--- src/rtl/alu_pkg.sv ---
package alu_pkg;
    typedef enum logic [3:0] {
        OP_ADD_T  = 4'd0,
        OP_ADD_W  = 4'd1,
        OP_SUB_T  = 4'd2,
        OP_SUB_W  = 4'd3,
        OP_AND    = 4'd4,
        OP_OR     = 4'd5,
        OP_XOR    = 4'd6,
        OP_NOR    = 4'd7,
        OP_SLT    = 4'd8,
        OP_SLTU   = 4'd9,
        OP_LUI    = 4'd10,
        OP_SHL    = 4'd11,
        OP_SHR    = 4'd12,
        OP_SHRA   = 4'd13,
        OP_RSV14  = 4'd14,
        OP_RSV15  = 4'd15
    } alu_op_e;

    function automatic logic op_traps(input alu_op_e op);
        return (op == OP_ADD_T) || (op == OP_SUB_T);
    endfunction

    function automatic logic op_subtracts(input alu_op_e op);
        return (op == OP_SUB_T) || (op == OP_SUB_W) ||
               (op == OP_SLT)   || (op == OP_SLTU);
    endfunction

    function automatic logic op_known(input alu_op_e op);
        return (op != OP_RSV14) && (op != OP_RSV15);
    endfunction
endpackage

--- src/rtl/alu_opnd_sel.sv ---
module alu_opnd_sel
    import alu_pkg::*;
#(
    parameter int DATA_W = 32,
    parameter int IMM_W  = 16
) (
    input  alu_op_e             op,
    input  logic                imm_sel,
    input  logic [IMM_W-1:0]    imm,
    input  logic [DATA_W-1:0]   reg_b,
    output logic [DATA_W-1:0]   opnd_b_eff
);
    localparam int PAD_W = DATA_W - IMM_W;

    logic [DATA_W-1:0] imm_sx;
    logic [DATA_W-1:0] imm_zx;

    always_comb begin
        imm_sx = {{PAD_W{imm[IMM_W-1]}}, imm};
        imm_zx = {{PAD_W{1'b0}}, imm};
        opnd_b_eff = reg_b;
        if (imm_sel) begin
            unique case (op)
                OP_ADD_T, OP_ADD_W, OP_SLT, OP_SLTU: opnd_b_eff = imm_sx;
                OP_AND, OP_OR, OP_XOR:               opnd_b_eff = imm_zx;
                default:                             opnd_b_eff = reg_b;
            endcase
        end
    end
endmodule

--- src/rtl/alu_addsub.sv ---
module alu_addsub #(
    parameter int DATA_W = 32
) (
    input  logic [DATA_W-1:0] lhs,
    input  logic [DATA_W-1:0] rhs,
    input  logic              do_sub,
    output logic [DATA_W-1:0] sum,
    output logic              carry_out,
    output logic              sgn_ovf
);
    localparam int MSB = DATA_W - 1;

    logic [DATA_W-1:0] rhs_inv;

    always_comb begin
        rhs_inv = do_sub ? ~rhs : rhs;
        {carry_out, sum} = {1'b0, lhs} + {1'b0, rhs_inv} + {{DATA_W{1'b0}}, do_sub};
        sgn_ovf = (lhs[MSB] == rhs_inv[MSB]) && (sum[MSB] != lhs[MSB]);
    end
endmodule

--- src/rtl/alu_barrel.sv ---
module alu_barrel #(
    parameter int DATA_W = 32,
    parameter int SHAMT_W = $clog2(DATA_W)
) (
    input  logic [DATA_W-1:0]  src,
    input  logic [SHAMT_W-1:0] amt,
    input  logic               to_left,
    input  logic               arith,
    output logic [DATA_W-1:0]  dst
);
    logic [DATA_W-1:0] src_rev;
    logic [DATA_W-1:0] out_rev;
    logic [DATA_W-1:0] stage [0:SHAMT_W];
    logic              fill_bit;

    assign fill_bit = arith & ~to_left & src[DATA_W-1];

    for (genvar i = 0; i < DATA_W; i++) begin : g_rev
        assign src_rev[i] = src[DATA_W-1-i];
        assign out_rev[i] = stage[SHAMT_W][DATA_W-1-i];
    end

    assign stage[0] = to_left ? src_rev : src;

    for (genvar s = 0; s < SHAMT_W; s++) begin : g_stage
        localparam int STEP = 1 << s;
        assign stage[s+1] = amt[s] ? {{STEP{fill_bit}}, stage[s][DATA_W-1:STEP]}
                                   : stage[s];
    end

    assign dst = to_left ? out_rev : stage[SHAMT_W];
endmodule

--- src/rtl/alu_ovf_trap.sv ---
module alu_ovf_trap
    import alu_pkg::*;
#(
    parameter int DATA_W = 32,
    parameter int IMM_W  = 16
) (
    input  logic              clk,
    input  logic              rst_n,
    input  logic              in_valid,
    input  logic [3:0]        op_code,
    input  logic [DATA_W-1:0] opnd_a,
    input  logic [DATA_W-1:0] opnd_b,
    input  logic [IMM_W-1:0]  imm,
    input  logic              imm_sel,
    output logic [DATA_W-1:0] out_result,
    output logic              out_wr_en,
    output logic              out_ovf
);
    localparam int SHAMT_W = $clog2(DATA_W);
    localparam int LOW_W   = DATA_W - IMM_W;

    typedef struct packed {
        logic [DATA_W-1:0] result;
        logic              wr_en;
        logic              ovf;
    } alu_reg_t;

    alu_op_e           op;
    logic [DATA_W-1:0] b_eff;
    logic [DATA_W-1:0] as_sum;
    logic              as_carry;
    logic              as_ovf;
    logic [DATA_W-1:0] sh_out;
    logic [SHAMT_W-1:0] sh_amt;
    logic              less_s;
    logic              less_u;
    alu_reg_t          st_d;
    alu_reg_t          st_q;

    assign op     = alu_op_e'(op_code);
    assign sh_amt = imm_sel ? imm[SHAMT_W-1:0] : opnd_a[SHAMT_W-1:0];

    alu_opnd_sel #(.DATA_W(DATA_W), .IMM_W(IMM_W)) u_sel (
        .op         (op),
        .imm_sel    (imm_sel),
        .imm        (imm),
        .reg_b      (opnd_b),
        .opnd_b_eff (b_eff)
    );

    alu_addsub #(.DATA_W(DATA_W)) u_addsub (
        .lhs       (opnd_a),
        .rhs       (b_eff),
        .do_sub    (op_subtracts(op)),
        .sum       (as_sum),
        .carry_out (as_carry),
        .sgn_ovf   (as_ovf)
    );

    alu_barrel #(.DATA_W(DATA_W), .SHAMT_W(SHAMT_W)) u_shift (
        .src     (opnd_b),
        .amt     (sh_amt),
        .to_left (op == OP_SHL),
        .arith   (op == OP_SHRA),
        .dst     (sh_out)
    );

    // Signed less-than from the sign of the difference corrected by overflow;
    // unsigned less-than from a missing carry (borrow) out of the subtraction.
    assign less_s = as_sum[DATA_W-1] ^ as_ovf;
    assign less_u = ~as_carry;

    always_comb begin
        st_d = '0;
        if (in_valid && op_known(op)) begin
            unique case (op)
                OP_ADD_T, OP_ADD_W,
                OP_SUB_T, OP_SUB_W: st_d.result = as_sum;
                OP_AND:             st_d.result = opnd_a & b_eff;
                OP_OR:              st_d.result = opnd_a | b_eff;
                OP_XOR:             st_d.result = opnd_a ^ b_eff;
                OP_NOR:             st_d.result = ~(opnd_a | opnd_b);
                OP_SLT:             st_d.result = {{(DATA_W-1){1'b0}}, less_s};
                OP_SLTU:            st_d.result = {{(DATA_W-1){1'b0}}, less_u};
                OP_LUI:             st_d.result = {imm, {LOW_W{1'b0}}};
                OP_SHL, OP_SHR,
                OP_SHRA:            st_d.result = sh_out;
                default:            st_d.result = '0;
            endcase
            st_d.ovf   = op_traps(op) && as_ovf;
            st_d.wr_en = !st_d.ovf;
        end
    end

    always_ff @(posedge clk) begin
        if (!rst_n) begin
            st_q <= '0;
        end else begin
            st_q <= st_d;
        end
    end

    assign out_result = st_q.result;
    assign out_wr_en  = st_q.wr_en;
    assign out_ovf    = st_q.ovf;
endmodule

--- config.mk ---
export PLATFORM = sky130hd
export DESIGN_NAME = alu_ovf_trap
export DESIGN_NICKNAME = d
export VERILOG_FILES = /design/src/rtl/alu_pkg.sv /design/src/rtl/alu_opnd_sel.sv /design/src/rtl/alu_addsub.sv /design/src/rtl/alu_barrel.sv /design/src/rtl/alu_ovf_trap.sv
export SDC_FILE = /design/constraint.sdc
export NUM_CORES = 1
export LEC_CHECK = 0
export BUFFER_PORTS_ARGS = -buffer_cell sky130_fd_sc_hd__buf_2
export CAP_MARGIN = 20
export CORE_MARGIN = 1.5
export CORE_UTILIZATION = 60
export CTS_BUF_LIST = sky130_fd_sc_hd__clkbuf_16
export CTS_CLUSTER_DIAMETER = 120
export DETAILED_ROUTE_END_ITERATION = 6
export GPL_TIMING_DRIVEN = 0
export PLACE_DENSITY = 0.83
export SYNTH_ARGS = -nofsm -noshare
export SYNTH_HDL_FRONTEND = slang
export SYNTH_SLANG_ARGS = --single-unit
--- constraint.sdc ---
create_clock -name clk -period 4.4 [get_ports clk]
set_input_delay 0.22 -clock clk [delete_from_list [all_inputs] [get_ports clk]]
set_output_delay 0.22 -clock clk [all_outputs]
set_load 0.01 [all_outputs]
# [Yosys cells after proc, flatten, opt, wreduce, memory -nomap -nowiden]
# Index checks and enable logic that the tools add are counted.
[totals] latch_bits=0 elab_cells=60 mem_count=0 regBits=34 inputBits=88 out_inout_bits=34 mem_bits_ro=0 ram_bits=0
[op_classes] n_shift=0 n_reduce_logical=15 n_eq_ne=17 n_addsub=2 n_mux=12 n_bitwise=11 mul=0 div=0 n_lt_le_gt_ge=0
[op_table] operator="$mux W32" n=9
[op_table] operator="$pmux W32 S9" n=1
[op_table] operator="$not A32 Y32" n=2
[op_table] operator="$or A32 B32 Y32" n=2
[op_table] operator="$pmux W32 S2" n=1
[op_table] operator="$add A32 B32 Y33" n=1
[op_table] operator="$add A33 B1 Y33" n=1
[op_table] operator="$and A32 B32 Y32" n=1
[op_table] operator="$xor A32 B32 Y32" n=1
[op_table] operator="$eq A4 B4 Y1 const B" n=6
[op_table] operator="$eq A4 B3 Y1 const B" n=4
[op_table] operator="$eq A4 B2 Y1 const B" n=2
[op_table] operator="$ne A4 B4 Y1 const B" n=2
[op_table] operator="$reduce_or A4 Y1" n=2
[op_table] operator="$reduce_or A3 Y1" n=2
[op_table] operator="$mux W5" n=1
[op_table] operator="$eq A4 B1 Y1 const B" n=1
[op_table] operator="$logic_and A1 B1 Y1" n=4
[op_table] operator="$logic_not A4 Y1" n=1
[op_table] operator="$logic_or A1 B1 Y1" n=4
[op_table] operator="$and A1 B1 Y1" n=2
[op_table] operator="$not A1 Y1" n=2
[op_table] operator="$reduce_and A2 Y1" n=1
[op_table] operator="$eq A1 B1 Y1" n=1
[op_table] operator="other kinds (3)" n=3

# [Logic depth before layout (Yosys ltp)]
# Gate-level depths: netlist of the first run.
[logic_depth] word_depth=12 mapped_depth=18 mapped_depth_nobuf=14

# [By module]
# Synthesis of the first run repeated with hierarchy kept, for this count alone.
[hier_totals] hier_cells=1239 area_unflattened_um2=9902.0
[by_module_without_submodules] mod="alu_ovf_trap" seq_area_each_um2=680.7 cells_each=461 instances=1 area_per_inst_um2=3911.3
[by_module_without_submodules] mod="alu_barrel" seq_area_each_um2=0.0 cells_each=461 instances=1 area_per_inst_um2=3594.7
[by_module_without_submodules] mod="alu_addsub" seq_area_each_um2=0.0 cells_each=276 instances=1 area_per_inst_um2=1983.2
[by_module_without_submodules] mod="alu_opnd_sel" seq_area_each_um2=0.0 cells_each=41 instances=1 area_per_inst_um2=412.9

# [Least setup slack after synthesis of the first run]
# OpenSTA, ideal clock, no wires.
[synth_path] kind="input to register" from="input port imm_sel" to="register st_q, in the netlist out_result[25]" required_time_ps=4326 slack_ps=388 stages=16 n_path_buf=3 arrival_time_ps=3938 setup_ps=74 path_cell_list="buf_6 > a21boi_0 > o21a_1 > clkbuf_1 > buf_1 > mux2i_1 > xnor2_1 > ha_1 > and2_1 > nand3_1 > or3_1 > a21o_1 > a2111oi_4 > nor2_1 > or4_1 > a31oi_1"
[synth_between] elab_chain_len=8 elab_cells_between_ends=16 cone_classes="2 x add/sub; 10 x mux; 4 x bitwise"
[synth_lines] item="start, declared" line_no="alu_ovf_trap.sv:14" rtl="input logic imm_sel,"
[synth_lines] item="parallel branches: the longest is 7 deep, another holds $add A32 B32 Y33"
[synth_lines] item="$pmux W32 S9 (*)" line_no="alu_ovf_trap.sv:76" rtl="unique case (op)"
[synth_lines] item="end signal, assigned" line_no="alu_ovf_trap.sv:99" rtl="st_q <= st_d;"
[synth_lines] item="end, declared" line_no="alu_ovf_trap.sv:38" rtl="alu_reg_t st_q;"
# Every way passes the cells marked *.
# A chain may end at the register's enable or synchronous reset.

# [Final worst setup path of the first run]
[layout_path] from="input port op_code[1]" to="register st_q, in the netlist out_result[14]"
[layout_between] elab_chain_len=11 elab_cells_between_ends=46 cone_classes="2 x add/sub; 15 x eq/ne; 11 x mux; 7 x bitwise; 11 x reduce/logical"
[layout_lines] item="start, declared" line_no="alu_ovf_trap.sv:10" rtl="input logic [3:0] op_code,"
[layout_lines] item="parallel branches: the longest is 11 deep, another holds $add A32 B32 Y33"
# Several ways; the timed one is not identified.

==> impl_metrics.yaml, run 1 <==
status:
  status: "complete, but fails checks"
  failed_checks: "DRC"
floorplanning:
  initial_utilization: 0.612
  ios: 122
  core_area_um2: 13800
  die-area_um2: 14800
  die_w_um: 122
  die_y_um: 122
  num_rows: 43
yosys:
  synth_common_cells: "a21oi_1 (109), nand2_1 (104), ha_1 (96)"
  yosys.area.top_type: "ha_1"
  synth-seq-cells: 34
  syn-num-nets: 1281
  yosysUniqueCellTypes: 76
  synth_most_common_cell: "a21oi_1"
  avgSynthCellArea_um2: 7.69
  syn-cell-area_um2: 8430
  ys_top_cells_by_area: "ha_1 (14%), mux2i_1 (11%), dfxtp_1 (8.1%), mux4_2 (8.0%), a21oi_1 (6.5%)"
  yosysSeqAreaShare: 0.0807
  ys.warnings.count: 0
  yosys.area.top_type_share: 0.142
  synth_edf_count: 0
  synth_ff_type: "dfxtp_1"
  syn_inst: 1096
  async_flop_share: 0
timing:
  final-max-slew-violation-count: 0
  post-route-period-util: 0.984
  rsz0062_at_grt: "no"
  maxSlewHeadroom: 0.0870
  fmax_mhz: 231
  setup_viol: 0
  finalCriticalPeriod_ns: 4.33
  setup_tns_ns: 0
  timing.final.hold_violations: 0
  worstMarginPinSlew_ns: 1.33
drt:
  drc_errors: 6
  via_per_inst: 7.28
  drt-wirelength-per-cell_um: 26.2
  drt-met1-wl_um: 13000
  wl_met2_um: 14600
  first_iter_violations: 1777
  top_layer: "met4"
  finalWirelength_um: 36700
  vias: 10218
  ant_nets: 0
  drtPass1Iterations: 7
  routed-wl-met3_um: 6580
grt:
  grt_pass1_wl_um: 54900
  grt-ovfl-total: 0
  grt_pass1_vias: 9188
  grt_max_degree: 13
  antenna_found_initial: 3
  track_usage: 0.497
clock_tree:
  h-tree-depth: 2
  ctsHoldBuffers: 0
  cts_tree: "built"
  clkTransAtPathRegs_ns: 0.05
  clk_path_buf_depth: 2
  clockRootBuffer: "clkbuf_16"
  cts_buffers: 5
  cts.sinks: 34
layout:
  fin_cells: 1404
  drive_above_1_share: 0.173
  nNetsFinal: 1407
  syn2layout_area_growth_pct: 12.3
  fillers: 1290
placement:
  dpl.cell_count: 1395
  gp_congestion: 1.11
  hpwl_um: 29400
  numPortBuffers: 119
critical_path:
  required_ns: 4.54
  critPathMaxFanout: 10
  cp-end-kind: "register"
  startpoint: "op_code[1]"
  critPathKind: "input pin to register"
  cp-start-kind: "input pin"
  arrival_ns: 4.47
hold_path:
  worstHoldStart: "in_valid"
  hold_class: "input pin to register"
power_and_ir_drop:
  total_power_mw: 2.42
  p_leak_nw: 4.24
  vdd_drop_max_v: 0.000169
  cellPowerDensity_nw_per_um2: 255
job:
  cap_viol_max_count: 0
cells in the final DEF, fill, tap and decap left out, drive strengths merged, types with 5 or more instances in the layout:
| cell type | count |
|---|---|
| a31oi | 14 |
| mux2i | 92 |
| o311ai | 5 |
| xor2 | 7 |
| ha | 96 |
| nand2b | 6 |
| mux2 | 9 |
| and2 | 9 |
| o21a | 7 |
| a21o | 18 |
| and3 | 6 |
| a21oi | 110 |
| dfxtp | 34 |
| nand3 | 35 |
| o221ai | 12 |
| nor3 | 46 |
| mux4 | 32 |
| nand4 | 5 |
| nor2 | 55 |
| inv | 75 |
| or2 | 5 |
| buf | 146 |
| xnor2 | 47 |
| nand2 | 105 |
| a221oi | 44 |
| o22ai | 8 |
| a2111oi | 5 |
| clkbuf | 51 |
| o2111ai | 10 |
| o21ai | 51 |
| o211ai | 17 |
through the flow:
step           hold slack, ns  area, µm²  worst slack [ns]   util
6_report                0.406       9470            0.0692  0.687
5_1_grt                 0.459       9470           0.00253  0.687
4_1_cts                 0.404       9450            0.0151  0.686
3_5_place_dp            0.612       9250            -0.393  0.672
3_3_place_gp            0.613       9250            -0.438  0.672
2_1_floorplan           0.481       8430             0.388      -
critical path, cell delays in order:
cell and delay [ns]:
buf_2 0.12, buf_4 0.18, xnor2_1 0.15, nor2_1 0.35
buf_1 0.67, xnor2_1 0.16, ha_1 0.38, a21o_1 0.24
a31oi_1 0.28, a211oi_1 0.18, or2_2 0.33, a21oi_1 0.21
xor2_1 0.52, o22ai_1 0.17, a21oi_1 0.20, a21oi_1 0.09
routing by layer:
metal / vias to the layer above / GRT usage
met2: 912 / 0.716
met5: - / 0
met4: 0 / 0.227
li1: 4404 / -
met1: 4695 / 0.650
met3: 207 / 0.201
where the power goes:
| part | switching (mW) | internal [mW] | total [mW] |
|---|---|---|---|
| clock | 0.132 | 0.325 | 0.457 |
| combinational | 1.05 | 0.575 | 1.63 |
| sequential | 0.00481 | 0.328 | 0.332 |
| total | 1.19 | 1.23 | 2.42 |
cells by family (layout without fill, tap and decap cells):
kind of cell | count (synthesis) | after routing | synth area share
compound gates | 343 | 343 | 0.275
simple gates | 287 | 287 | 0.157
buf+inv | 148 | 275 | 0.0758
mux | 133 | 133 | 0.210
fa+ha+maj | 97 | 97 | 0.145
xor+xnor | 54 | 54 | 0.0561
flops | 34 | 34 | 0.0807
other cells | 0 | 1 | 0
final timing paths:
path / endpoint / cells after the start
worst max-delay path: out_result[14] / 16
worst min-delay path: out_result[27] / 4
registers in the layout (all words and copies together), names as in the netlist:
signal      cells
out_ovf         1
out_result     32
out_wr_en       1
area by class of cell:
class                      instances  area (µm²)  area share
antenna                            1        2.50    0.000264
buffer                            73         367      0.0387
clock buffer                       5         125      0.0132
clock inverter                     3        68.8     0.00727
inverter                          75         282      0.0297
multi-input combinational        914        7120       0.752
sequential                        34         681      0.0719
tap                              180         225      0.0238
timing repair buffer             119         596      0.0629
repair_timing:
action	CTS	global route
gates resized for setup	1	10
pin swaps	0	0
endpoints found under the setup margin	4	15
setup buffers	0	0
Power figures use the tool's default switching activity.
==> run 2, diff against run 1 <==
--- a/config.mk
+++ b/config.mk
@@ -7,13 +7,15 @@
 export LEC_CHECK = 0
 export BUFFER_PORTS_ARGS = -buffer_cell sky130_fd_sc_hd__buf_2
 export CAP_MARGIN = 20
+export CORE_ASPECT_RATIO = 1.1
 export CORE_MARGIN = 1.5
 export CORE_UTILIZATION = 60
 export CTS_BUF_LIST = sky130_fd_sc_hd__clkbuf_16
 export CTS_CLUSTER_DIAMETER = 120
 export DETAILED_ROUTE_END_ITERATION = 6
 export GPL_TIMING_DRIVEN = 0
-export PLACE_DENSITY = 0.83
+export PLACE_DENSITY = 0.82
 export SYNTH_ARGS = -nofsm -noshare
 export SYNTH_HDL_FRONTEND = slang
+export SYNTH_HIERARCHICAL = 1
 export SYNTH_SLANG_ARGS = --single-unit
==> impl_metrics.yaml, run 2 <==
timing:
  setup_viol: 0
  worstMarginPinSlew_ns: 1.09
  final-max-slew-violation-count: 0
  fin_ws_ns: 0.000188
  timing.final.hold_violations: 0
  fmax_mhz: 227
  rsz0062_at_grt: "yes"
  maxSlewHeadroom: 0.266
  finalCriticalPeriod_ns: 4.40
  post-route-period-util: 1.00
critical_path:
  critPathMaxFanout: 10
  startpoint: "op_code[3]"
  arrival_ns: 4.60
  crit_chain: "clkbuf_4 > buf_6 > buf_4 > buf_6 > xnor2_1 > nor2_1 > clkbuf_4 > buf_4 > xor2_1 > ha_1 > nand3_1 > nand4b_1 > o211ai_2 > a21oi_2 > o21ai_2 > a21oi_1 > o22ai_2 > mux2_2 > xor2_2 > nand3_1 > a21o_1 > a31oi_2"
  critical_path.endpoint: "out_result[0]"
  critPathKind: "input pin to register"
  cp-start-kind: "input pin"
  cp_top_family: "compound AO/OA/AOI/OAI gates"
  worst_path_largest_cell_delay_ns: 0.41
  slowest_stage: "mux2_2"
  cp_num_cells: 22
  cp-end-kind: "register"
  required_ns: 4.60
  crit_buf_inv: 6
placement:
  hpwl_um: 34700
  pre_cts_ws_ns: -1.35
  dpl.cell_count: 1564
  gp_congestion: 1.06
  numPortBuffers: 121
drt:
  drtPass1Iterations: 7
  vias: 11691
  via_per_inst: 7.42
  first_iter_violations: 1508
  finalWirelength_um: 44200
  drc_errors: 6
  ant_nets: 0
  drt-wirelength-per-cell_um: 28.0
floorplanning:
  num_rows: 49
  ios: 122
  die_w_um: 125
  die_y_um: 138
  die-area_um2: 17300
  core_area_um2: 16200
  initial_utilization: 0.609
clock_tree:
  cts_tree: "built"
  clkTransAtPathRegs_ns: 0.06
  h-tree-depth: 2
  clk_path_buf_depth: 2
  cts.sinks: 34
  cts_buffers: 5
  clockRootBuffer: "clkbuf_16"
yosys:
  async_flop_share: 0
  syn_inst: 1239
  synth_ff_type: "dfxtp_1"
  syn-cell-area_um2: 9900
  yosys.area.top_type_share: 0.120
  yosysSeqAreaShare: 0.0687
  ys.warnings.count: 6
  yosysUniqueCellTypes: 91
  synth_most_common_cell: "ha_1"
  synth_edf_count: 0
  syn-num-nets: 1423
  avgSynthCellArea_um2: 7.99
  ys_top_cells_by_area: "ha_1 (12%), mux4_2 (7.7%), dfxtp_1 (6.9%), mux2_2 (5.8%), a21o_1 (4.2%)"
  synth-seq-cells: 34
  yosys.area.top_type: "ha_1"
  synth_common_cells: "ha_1 (95), nand2_1 (94), inv_1 (81)"
grt:
  grt_pass1_wl_um: 64900
  grt_max_degree: 20
  grt_pass1_vias: 11007
  antenna_found_initial: 0
  grt-ovfl-total: 0
  track_usage: 0.498
hold_path:
  hold_class: "input pin to register"
job:
  cap_viol_max_count: 0
layout:
  drive_above_1_share: 0.265
  antenna_cells: 0
  final_util: 0.682
  multi_input_area_um2: 8490
  largest_reg_flops: 32
  final_common_cell: "buf_2"
  nNetsFinal: 1555
  syn2layout_area_growth_pct: 12.0
  regArea_um2: 681
  fillers: 1361
  fin_cells: 1576
  final_cell_mix: "buf_2 (141), nand2_1 (94), ha_1 (93)"
power_and_ir_drop:
  cellPowerDensity_nw_per_um2: 238
  p_leak_nw: 5.04
  total_power_mw: 2.64
  vdd_drop_max_v: 0.000185
status:
  status: "complete, but fails checks"
  failed_checks: "DRC"
run 2: changes by cell type after synthesis, sizes merged, moves of 15 or more:
| cell | delta |
|---|---|
| a221oi | -15 |
| a21o | +38 |
| a21oi | -35 |
| xnor2 | -26 |
| nand2b | +35 |
| nor3 | -16 |
| mux2i | -64 |
| buf | +27 |
| nor2b | +17 |
| xor2 | +33 |
| nor2 | +22 |
| a211oi | +17 |
| mux2 | +59 |
| o32ai | +18 |
run 2: worst min-delay path by stage:
| stage | start | to | slack (ns) | cells past startpoint |
|---|---|---|---|---|
| 3_3_place_gp | out_result[1] | out_result[1] | 0.61 | 1 |
| 4_1_cts | opnd_a[22] | out_result[22] | 0.36 | 4 |
| 2_1_floorplan | op_code[0] | out_wr_en | 0.40 | 2 |
| 5_1_grt | opnd_a[22] | out_result[22] | 0.39 | 4 |
| 6_report | opnd_a[26] | out_result[26] | 0.38 | 4 |
| 3_5_place_dp | out_result[7] | out_result[7] | 0.61 | 1 |
run 2: power by group:
| group | internal, mW | switching (mW) |
|---|---|---|
| clock network | 0.207 | 0.163 |
| logic | 0.748 | 1.19 |
| registers | 0.326 | 0.00433 |
| total | 1.28 | 1.36 |
run 2: final cells by class:
class                           count  share of cell area
Clock buffer                        5              0.0113
Tap cell                          204              0.0230
Inverter                           84              0.0284
Multi-Input combinational cell   1030               0.765
Clock inverter                      3             0.00147
Timing Repair Buffer              128              0.0594
Buffer                             88              0.0498
Sequential cell                    34              0.0614
run 2: layer usage:
metal / vias to the layer above / GRT usage / wire (µm)
li1: 4907 / - / -
met1: 5378 / 0.576 / 15000
met2: 1066 / 0.790 / 19300
met3: 340 / 0.127 / 5810
met4: 0 / 0.388 / 4020
met5: - / 0 / 0
run 2: metrics by stage:
step	TNS, ns	cell area, µm²	hold WS [ns]
2_1_floorplan	0	9900	0.401
3_3_place_gp	-13.48	10800	0.615
3_5_place_dp	-15.29	10800	0.613
4_1_cts	0	11000	0.365
5_1_grt	-0.101	11100	0.393
6_report	0	11100	0.382
run 2: cells by family after synthesis:
group	after synthesis	share of synthesized area
AO/OA/AOI/OAI	385	0.303
AND/OR/NAND/NOR	358	0.181
multiplexers	130	0.188
adder cells (fa/ha/maj)	96	0.122
flip-flops	34	0.0687
XOR/XNOR	61	0.0540
buffers and inverters	175	0.0839
run 2: what timing repair did:
action,CTS,global route
hold buffers,0,0
setup buffers,2,4
endpoints found under the setup margin,19,7
gates resized for setup,25,20
pin swaps,4,10
==> run 3, diff against run 2 <==
==> constraint.sdc (replaced) <==
create_clock -name clk -period 4.7 [get_ports clk]
set_input_delay 0.235 -clock clk [delete_from_list [all_inputs] [get_ports clk]]
set_output_delay 0.235 -clock clk [all_outputs]
set_load 0.01 [all_outputs]
==> impl_metrics.yaml, run 3 (synthesized netlist as in run 2, its figures left out) <==
hold_path:
  worstHoldStart: "opnd_a[22]"
  hold_class: "input pin to register"
  hold_depth: 4
  hold_end: "out_result[22]"
grt:
  track_usage: 0.498
  antenna_found_initial: 0
  grt_pass1_vias: 11026
  grt_pass1_wl_um: 65000
  grt_max_degree: 20
  grt-ovfl-total: 0
status:
  failed_checks: "DRC"
  status: "complete, but fails checks"
clock_tree:
  cts_buffers: 5
  clockRootBuffer: "clkbuf_16"
  clk_path_buf_depth: 2
  cts_tree: "built"
  ctsHoldBuffers: 0
  h-tree-depth: 2
  clkTransAtPathRegs_ns: 0.06
  cts.sinks: 34
drt:
  drtPass1Iterations: 7
  drc_errors: 4
  finalWirelength_um: 44600
  ant_nets: 0
  via_per_inst: 7.48
  first_iter_violations: 1663
  drt-wirelength-per-cell_um: 28.3
  vias: 11782
critical_path:
  critPathMaxFanout: 10
  critPathKind: "input pin to register"
  cp_top_family: "compound AO/OA/AOI/OAI gates"
  crit_chain: "buf_2 > buf_6 > buf_4 > buf_6 > xnor2_1 > nor2_1 > buf_2 > buf_2 > xor2_1 > ha_1 > nand3_1 > nand4b_1 > o211ai_2 > a21oi_1 > o21ai_2 > a21oi_1 > o22ai_2 > mux2_2 > xor2_2 > nand3_1 > a21o_1 > a31oi_2"
  cp_common_cell: "buf_2"
  cp-start-kind: "input pin"
  crit_buf_inv: 6
  slowest_stage: "mux2_2"
  cp-end-kind: "register"
  worst_path_largest_cell_delay_ns: 0.41
  arrival_ns: 4.87
  required_ns: 4.91
timing:
  timing.final.hold_violations: 0
  setup_viol: 0
  fmax_mhz: 215
  final-max-slew-violation-count: 0
  post-route-period-util: 0.991
  maxSlewHeadroom: 0.181
  finalCriticalPeriod_ns: 4.66
  worstMarginPinSlew_ns: 1.23
layout:
  fin_cells: 1575
  multi_input_area_um2: 8420
  fillers: 1387
  final_util: 0.677
  nNetsFinal: 1554
  largest_reg_flops: 32
  syn2layout_area_growth_pct: 11.0
  regArea_um2: 681
  antenna_cells: 0
  final_common_cell: "buf_2"
  final_cell_mix: "buf_2 (145), ha_1 (95), nand2_1 (94)"
  drive_above_1_share: 0.255
floorplanning:
  die_y_um: 138
  initial_utilization: 0.609
  die_w_um: 125
  die-area_um2: 17300
  num_rows: 49
  ios: 122
  core_area_um2: 16200
power_and_ir_drop:
  p_leak_nw: 5.02
  cellPowerDensity_nw_per_um2: 223
  vdd_drop_max_v: 0.000170
  total_power_mw: 2.45
placement:
  gp_congestion: 1.06
  dpl.cell_count: 1564
  hpwl_um: 34700
  numPortBuffers: 121
job:
  cap_viol_max_count: 0
-- run 3: power by group --
part	switching, mW	internal [mW]
clock network	0.156	0.194
registers	0.00409	0.306
logic	1.11	0.682
total	1.27	1.18
-- run 3: routing by layer --
metal  part of all wire  vias up  global-route usage
met5                  0        -                   0
met4              0.091        0               0.386
met3               0.13      341               0.123
met2               0.43     1127               0.792
met1               0.34     5408               0.579
li1                   -     4906                   -
-- run 3: cell type report --
class                      count  area share
buffer                        90      0.0497
clock buffer                   5      0.0114
clock inverter                 3     0.00148
inverter                      84      0.0287
multi-input combinational   1030       0.766
sequential                    34      0.0619
tap                          204      0.0232
timing repair buffer         125      0.0576
-- run 3: what timing repair did --
item                                    in CTS  in global routing
cloned                                       0                  0
buffers inserted                             1                  2
pin swaps                                    1                  4
endpoints found under the setup margin      15                  4
gates resized for setup                     15                 11
endpoints found under the hold margin        0                  0
-- run 3: how the worst max path moves through the flow --
stage | from | end | slack [ns] | depth (start not counted)
after floorplan | op_code[3] | out_result[0] | 0.63 | 22
after global placement | op_code[3] | out_result[0] | -0.98 | 22
after detailed placement | op_code[3] | out_result[0] | -1.07 | 22
after CTS | op_code[3] | out_result[0] | 0.07 | 23
after global routing | op_code[3] | out_result[0] | -0.003 | 23
final | op_code[3] | out_result[0] | 0.04 | 22
-- run 3: stage by stage --
step	setup TNS (ns)	hold WS, ns	setup WS [ns]	area (µm²)
2_1_floorplan	0	0.416	0.632	9900
3_3_place_gp	-7.31	0.630	-0.978	10800
3_5_place_dp	-8.98	0.628	-1.07	10800
4_1_cts	0	0.380	0.0678	10900
5_1_grt	-0.00336	0.408	-0.00336	11000
6_report	0	0.393	0.0407	11000
-- run 3: worst min-delay path, cell delays in order --
cell and delay [ns]:
buf_2 0.12, nor3_1 0.06, a21oi_1 0.11, a31oi_1 0.10
